**config.mk**
```make
export PLATFORM = sky130hd
export DESIGN_NAME = swirq_flags
export DESIGN_NICKNAME = d
export VERILOG_FILES = /design/src/rtl/swirq_pkg.sv /design/src/rtl/swflag_cell.sv /design/src/rtl/swflag_rdmux.sv /design/src/rtl/swirq_flags.sv
export SDC_FILE = /design/constraint.sdc
export NUM_CORES = 1
export LEC_CHECK = 0
export ABC_AREA = 0
export CAP_MARGIN = 10
export CORE_ASPECT_RATIO = 0.9
export CORE_UTILIZATION = 45
export DETAILED_ROUTE_END_ITERATION = 7
export DONT_BUFFER_PORTS = 1
export GPL_TIMING_DRIVEN = 0
export PLACE_DENSITY_LB_ADDON = 0.25
export SYNTH_ARGS = -nofsm -noshare
export SYNTH_HDL_FRONTEND = slang
export SYNTH_SLANG_ARGS = --single-unit
```
**constraint.sdc**
```tcl
create_clock -name clk -period 0.8 [get_ports clk]
set_input_delay 0.08 -clock clk [delete_from_list [all_inputs] [get_ports clk]]
set_output_delay 0.08 -clock clk [all_outputs]
set_load 0.02 [all_outputs]
```
**src/rtl/swirq_pkg.sv**
```systemverilog
// Package: shared constants for the software interrupt flag bank.
// Assumes byte-lane organisation with 8-bit lanes.
package swirq_pkg;
    localparam int unsigned BYTE_W  = 8;
    localparam int unsigned SET_POS = 6;  // raise bit inside a lane
    localparam int unsigned CLR_POS = 7;  // flag / lower bit inside a lane
endpackage

```
**src/rtl/swflag_cell.sv**
```systemverilog
// Module: one software-controlled flag. Raise wins over lower when both
// are requested in the same write. Assumes hit is a single-cycle qualifier.
module swflag_cell (
    input  logic clk,
    input  logic rst_n,
    input  logic hit,
    input  logic raise,
    input  logic lower,
    output logic flag
);
    // Holds the flag; raise has priority over lower.
    always_ff @(posedge clk) begin
        if (!rst_n) begin
            flag <= 1'b0;
        end else if (hit && raise) begin
            flag <= 1'b1;
        end else if (hit && lower) begin
            flag <= 1'b0;
        end
    end
endmodule

```
**src/rtl/swflag_rdmux.sv**
```systemverilog
// Module: builds the read-back word for the selected register.
// Assumes NUM_FLAGS is a multiple of the lane count.
module swflag_rdmux #(
    parameter int unsigned NUM_FLAGS = 8,
    parameter int unsigned DATA_W    = 32,
    localparam int unsigned LANES    = DATA_W / swirq_pkg::BYTE_W,
    localparam int unsigned NUM_REGS = NUM_FLAGS / LANES,
    localparam int unsigned IDX_W    = (NUM_REGS > 1) ? $clog2(NUM_REGS) : 1
) (
    input  logic [NUM_FLAGS-1:0] flags,
    input  logic [IDX_W-1:0]     rd_idx,
    output logic [DATA_W-1:0]    rd_data
);
    import swirq_pkg::*;

    // Places each flag of the chosen register at the lower-bit position.
    always_comb begin
        rd_data = '0;
        for (int r = 0; r < NUM_REGS; r++) begin
            if (rd_idx == IDX_W'(r)) begin
                for (int l = 0; l < LANES; l++) begin
                    rd_data[l*BYTE_W + CLR_POS] = flags[r*LANES + l];
                end
            end
        end
    end
endmodule

```
**src/rtl/swirq_flags.sv**
```systemverilog
// Module: bank of software-raised interrupt flags, one per byte lane.
// Assumes single-cycle writes with byte strobes; read is combinational.
module swirq_flags #(
    parameter int unsigned NUM_FLAGS = 8,
    parameter int unsigned DATA_W    = 32,
    localparam int unsigned LANES    = DATA_W / swirq_pkg::BYTE_W,
    localparam int unsigned NUM_REGS = NUM_FLAGS / LANES,
    localparam int unsigned IDX_W    = (NUM_REGS > 1) ? $clog2(NUM_REGS) : 1
) (
    input  logic                 clk,
    input  logic                 rst_n,
    input  logic                 wr_en,
    input  logic [IDX_W-1:0]     wr_idx,
    input  logic [DATA_W-1:0]    wr_data,
    input  logic [LANES-1:0]     wr_strb,
    input  logic [IDX_W-1:0]     rd_idx,
    output logic [DATA_W-1:0]    rd_data,
    output logic [NUM_FLAGS-1:0] irq_req
);
    import swirq_pkg::*;

    logic [NUM_FLAGS-1:0] flags;

    // One cell per flag, decoded from its register index and lane.
    for (genvar n = 0; n < NUM_FLAGS; n++) begin : g_flag
        localparam int unsigned REG  = n / LANES;
        localparam int unsigned LANE = n % LANES;
        logic hit;
        // Write reaches this flag's lane.
        assign hit = wr_en && (wr_idx == IDX_W'(REG)) && wr_strb[LANE];
        swflag_cell cell_i (
            .clk   (clk),
            .rst_n (rst_n),
            .hit   (hit),
            .raise (wr_data[LANE*BYTE_W + SET_POS]),
            .lower (wr_data[LANE*BYTE_W + CLR_POS]),
            .flag  (flags[n])
        );
    end

    swflag_rdmux #(
        .NUM_FLAGS (NUM_FLAGS),
        .DATA_W    (DATA_W)
    ) rdmux_i (
        .flags   (flags),
        .rd_idx  (rd_idx),
        .rd_data (rd_data)
    );

    // Requests mirror the flags directly.
    assign irq_req = flags;
endmodule

```
==> flow_summary.toml <==
[pwr]
total_switching_power_w = 0.0003434
clockPowerShare_pct = 26.3
peakVddDrop_uv = 547.3
p_int_w = 0.0007699
seqPwrFrac_pct = 38.4
post-layout-total-power_w = 0.001113
cellLeakagePower_nw = 0.5249
p_comb_share_pct = 35.3
power-per-cell-area_nw_per_um2 = 1115
netSwitchingFraction_pct = 30.84

[place]
dpl-instance-area_sq_um = 862.1
dpl.hpwl_mm = 1.039
finalWeightedCongestion = 0.6410
io_buffers = 0

[timing]
fin_worst_skew_ps = 0
achievable-frequency_mhz = 1044
finalSetupViolations = 8
worst_hold_margin_ps = 10.17
setup_total_negative_slack_ps = -920.4
timing_hold_violations_final = 0
post-route-worst-setup-slack_ps = -158.0
finalCritPeriodShare_pct = 119.8
timing.final.crit_period_ps = 958.0
grt_setup_unrepaired = "yes"
report.final.slew_viol_count = 0

[layout]
layout-drive-gt1-share_pct = 55.74
layout.cells.most_common = "sky130_fd_sc_hd__buf_4"
final_area_sq_um = 998.5
final_net_count = 165
final-seq-area_sq_um = 170.2
most-common-layout-cells = "sky130_fd_sc_hd__buf_4 (34), sky130_fd_sc_hd__conb_1 (28), sky130_fd_sc_hd__buf_6 (11), sky130_fd_sc_hd__o22ai_1 (8), sky130_fd_sc_hd__dfxtp_2 (8)"
regMostFlops = "g_flag.cell_i.flag"
n_antenna_cell = 0
max_reg_flops = 8
registers_with_the_most_flip_flops = "g_flag.cell_i.flag (8)"
multi_input_gate_area_sq_um = 390.4
nFillCells = 117
areaGrowthSynthToFinish_pct = 36.18
postLayoutCoreUtil_pct = 67.46

[routing]
route.detailed.vias_per_inst = 4.076
routed_wire_length_per_instance_um = 9.451
ant_nets = 0
starting_drt_drc_count = 6
route.detailed.drc = 0
drt_first_pass_iters = 3
vias = 587
wirelength_mm = 1.361

[worst_setup_path]
r2r-start = "g_flag[5].cell_i.flag$_SDFFE_PN0P_"
crit-reg2reg-capture = "g_flag[5].cell_i.flag$_SDFFE_PN0P_"
r2r.worst_path.cells = 4
setup.worst_path.end_class = "output pin"
worstPathMaxFanout = 2
crit_path_cell_trace = "mux2_4"
crit_family = "flip-flops"
criticalPathCategory = "flip-flop to output pin"
timing.critical_path.arrival_ps = 880
critPathSlowestCell = "sky130_fd_sc_hd__dfxtp_2"
largest_incremental_delay_on_the_critical_path_ps = 320
crit_buf_inv = 0
worst_ep_required_time_ps = 720
r2r_setup_slack_ps = 0
start_kind = "flip-flop"

[hold_path]
hold_crit_endpoint = "g_flag[6].cell_i.flag$_SDFFE_PN0P_"
worst_hold_startpoint = "wr_strb[2]"
worstHoldPathCells = 2
hp-class = "input port to flip-flop"

[synth]
synth_area_per_cell_sq_um = 8.626
synth_area_sq_um = 733.2
synth.yosys.warnings = 0
synthXorXnorAreaFrac_pct = 0
ys_seq_elements = 8
synth_simple_gate_area_share_pct = 23.55
synth.area.mux_share_pct = 6.143
post_synthesis_compound_gate_area_fraction_pct = 6.826
synth_top_family_by_area = "buffers and inverters"
postSynthCellCount = 85
ys_seq_area_share_pct = 21.84
synth.distinct_cells = 15
synth_adder_area_share_pct = 0

[global_route]
global_route_wire_length_before_repair_mm = 1.731
maximum_number_of_pins_on_one_net_before_global_route_repair = 11
first_global_vias = 423
grt_util_all_layers_pct = 14.34
initial_antenna_violation_count = 0
grt-ovfl-total = 0

[die]
row_count = 13
die_y_um = 40.30
boundaryPins = 81
floorplan.die.width_um = 44.55
core_area_sq_um = 1480
initial_core_util_pct = 49.54
die-area_sq_um = 1795

[clock_network]
cts.sink_count = 8
numCtsBuffers = 3
cts_root_buffer = "sky130_fd_sc_hd__clkbuf_4"
clkTransAtPathRegs_ps = 50
clkLatencyLatePin_ps = 240
cts_tree = "built"
ctsHtreeMaxLevel = 1
cts_max_path_buffers = 2

[run_status]
run_status = "finished with violations"
failed_checks = "negative setup slack"

[flow_run]
drv_cap = 0
## worst max-delay path by stage
stage                                       startpoint          end  cells after the start
CTS                 g_flag[1].cell_i.flag$_SDFFE_PN0P_  rd_data[15]                      1
detailed placement  g_flag[6].cell_i.flag$_SDFFE_PN0P_  rd_data[23]                      1
global route        g_flag[4].cell_i.flag$_SDFFE_PN0P_   rd_data[7]                      1
global placement    g_flag[4].cell_i.flag$_SDFFE_PN0P_   rd_data[7]                      1
finish              g_flag[1].cell_i.flag$_SDFFE_PN0P_  rd_data[15]                      1
floorplan           g_flag[6].cell_i.flag$_SDFFE_PN0P_  rd_data[23]                      1
## power by group through the flow
| stage | Combinational (W) | Sequential (W) | Clock (W) |
|---|---|---|---|
| 2_1_floorplan | 0.000337 | 0.000429 | 0 |
| 3_3_place_gp | 0.000346 | 0.000430 | 0 |
| 3_5_place_dp | 0.000348 | 0.000431 | 0 |
| 4_1_cts | 0.000377 | 0.000425 | 0.000295 |
| 5_1_grt | 0.000420 | 0.000428 | 0.000322 |
| 6_report | 0.000393 | 0.000427 | 0.000293 |
## timing repair
item                                    CTS  global route
gates resized for setup                  20             5
setup buffers                             5             2
hold buffers                              0             0
endpoints found under the setup margin   12            12
## metal layers
| metal | GRT usage [%] | up-vias | routed length, um |
|---|---|---|---|
| met3 | 6.306 | 2 | 140 |
| met2 | 23.53 | 36 | 683 |
| met4 | 11.36 | 0 | 17 |
| li1 | - | 317 | - |
| met1 | 14.63 | 232 | 520 |
| met5 | 0 | - | 0 |
## cell type report
type	instances	share of cell area, %
Multi-Input combinational cell	64	39.10
Inverter	1	0.3759
Tap cell	22	2.757
Sequential cell	8	17.04
Clock buffer	3	2.256
Timing Repair Buffer	7	6.015
Buffer	39	32.46
## stage by stage
stage / worst slack (ps) / std cells
after floorplan: 48.15 / 112
after global placement: 35.24 / 134
after detailed placement: 35.61 / 134
after CTS: -146.9 / 142
after global routing: -175.6 / 144
final: -158.0 / 144
## synth_stat cells, drive strengths merged
cell	count	share of area, %
mux2	4	6.1
nand4b	4	4.8
nand2	8	4.1
dfxtp	8	22
and4	4	5.1
nand4	4	3.4
buf	39	41
inv	1	0.51
and4b	4	6.1
o22ai	8	6.8
conb	1	0.51
## cells by family after synthesis
| group | after synthesis |
|---|---|
| buf+inv | 40 |
| flops | 8 |
| mux | 4 |
| other cells | 1 |
| simple gates | 24 |
| compound gates | 8 |
(Power assumes the default switching activity.)
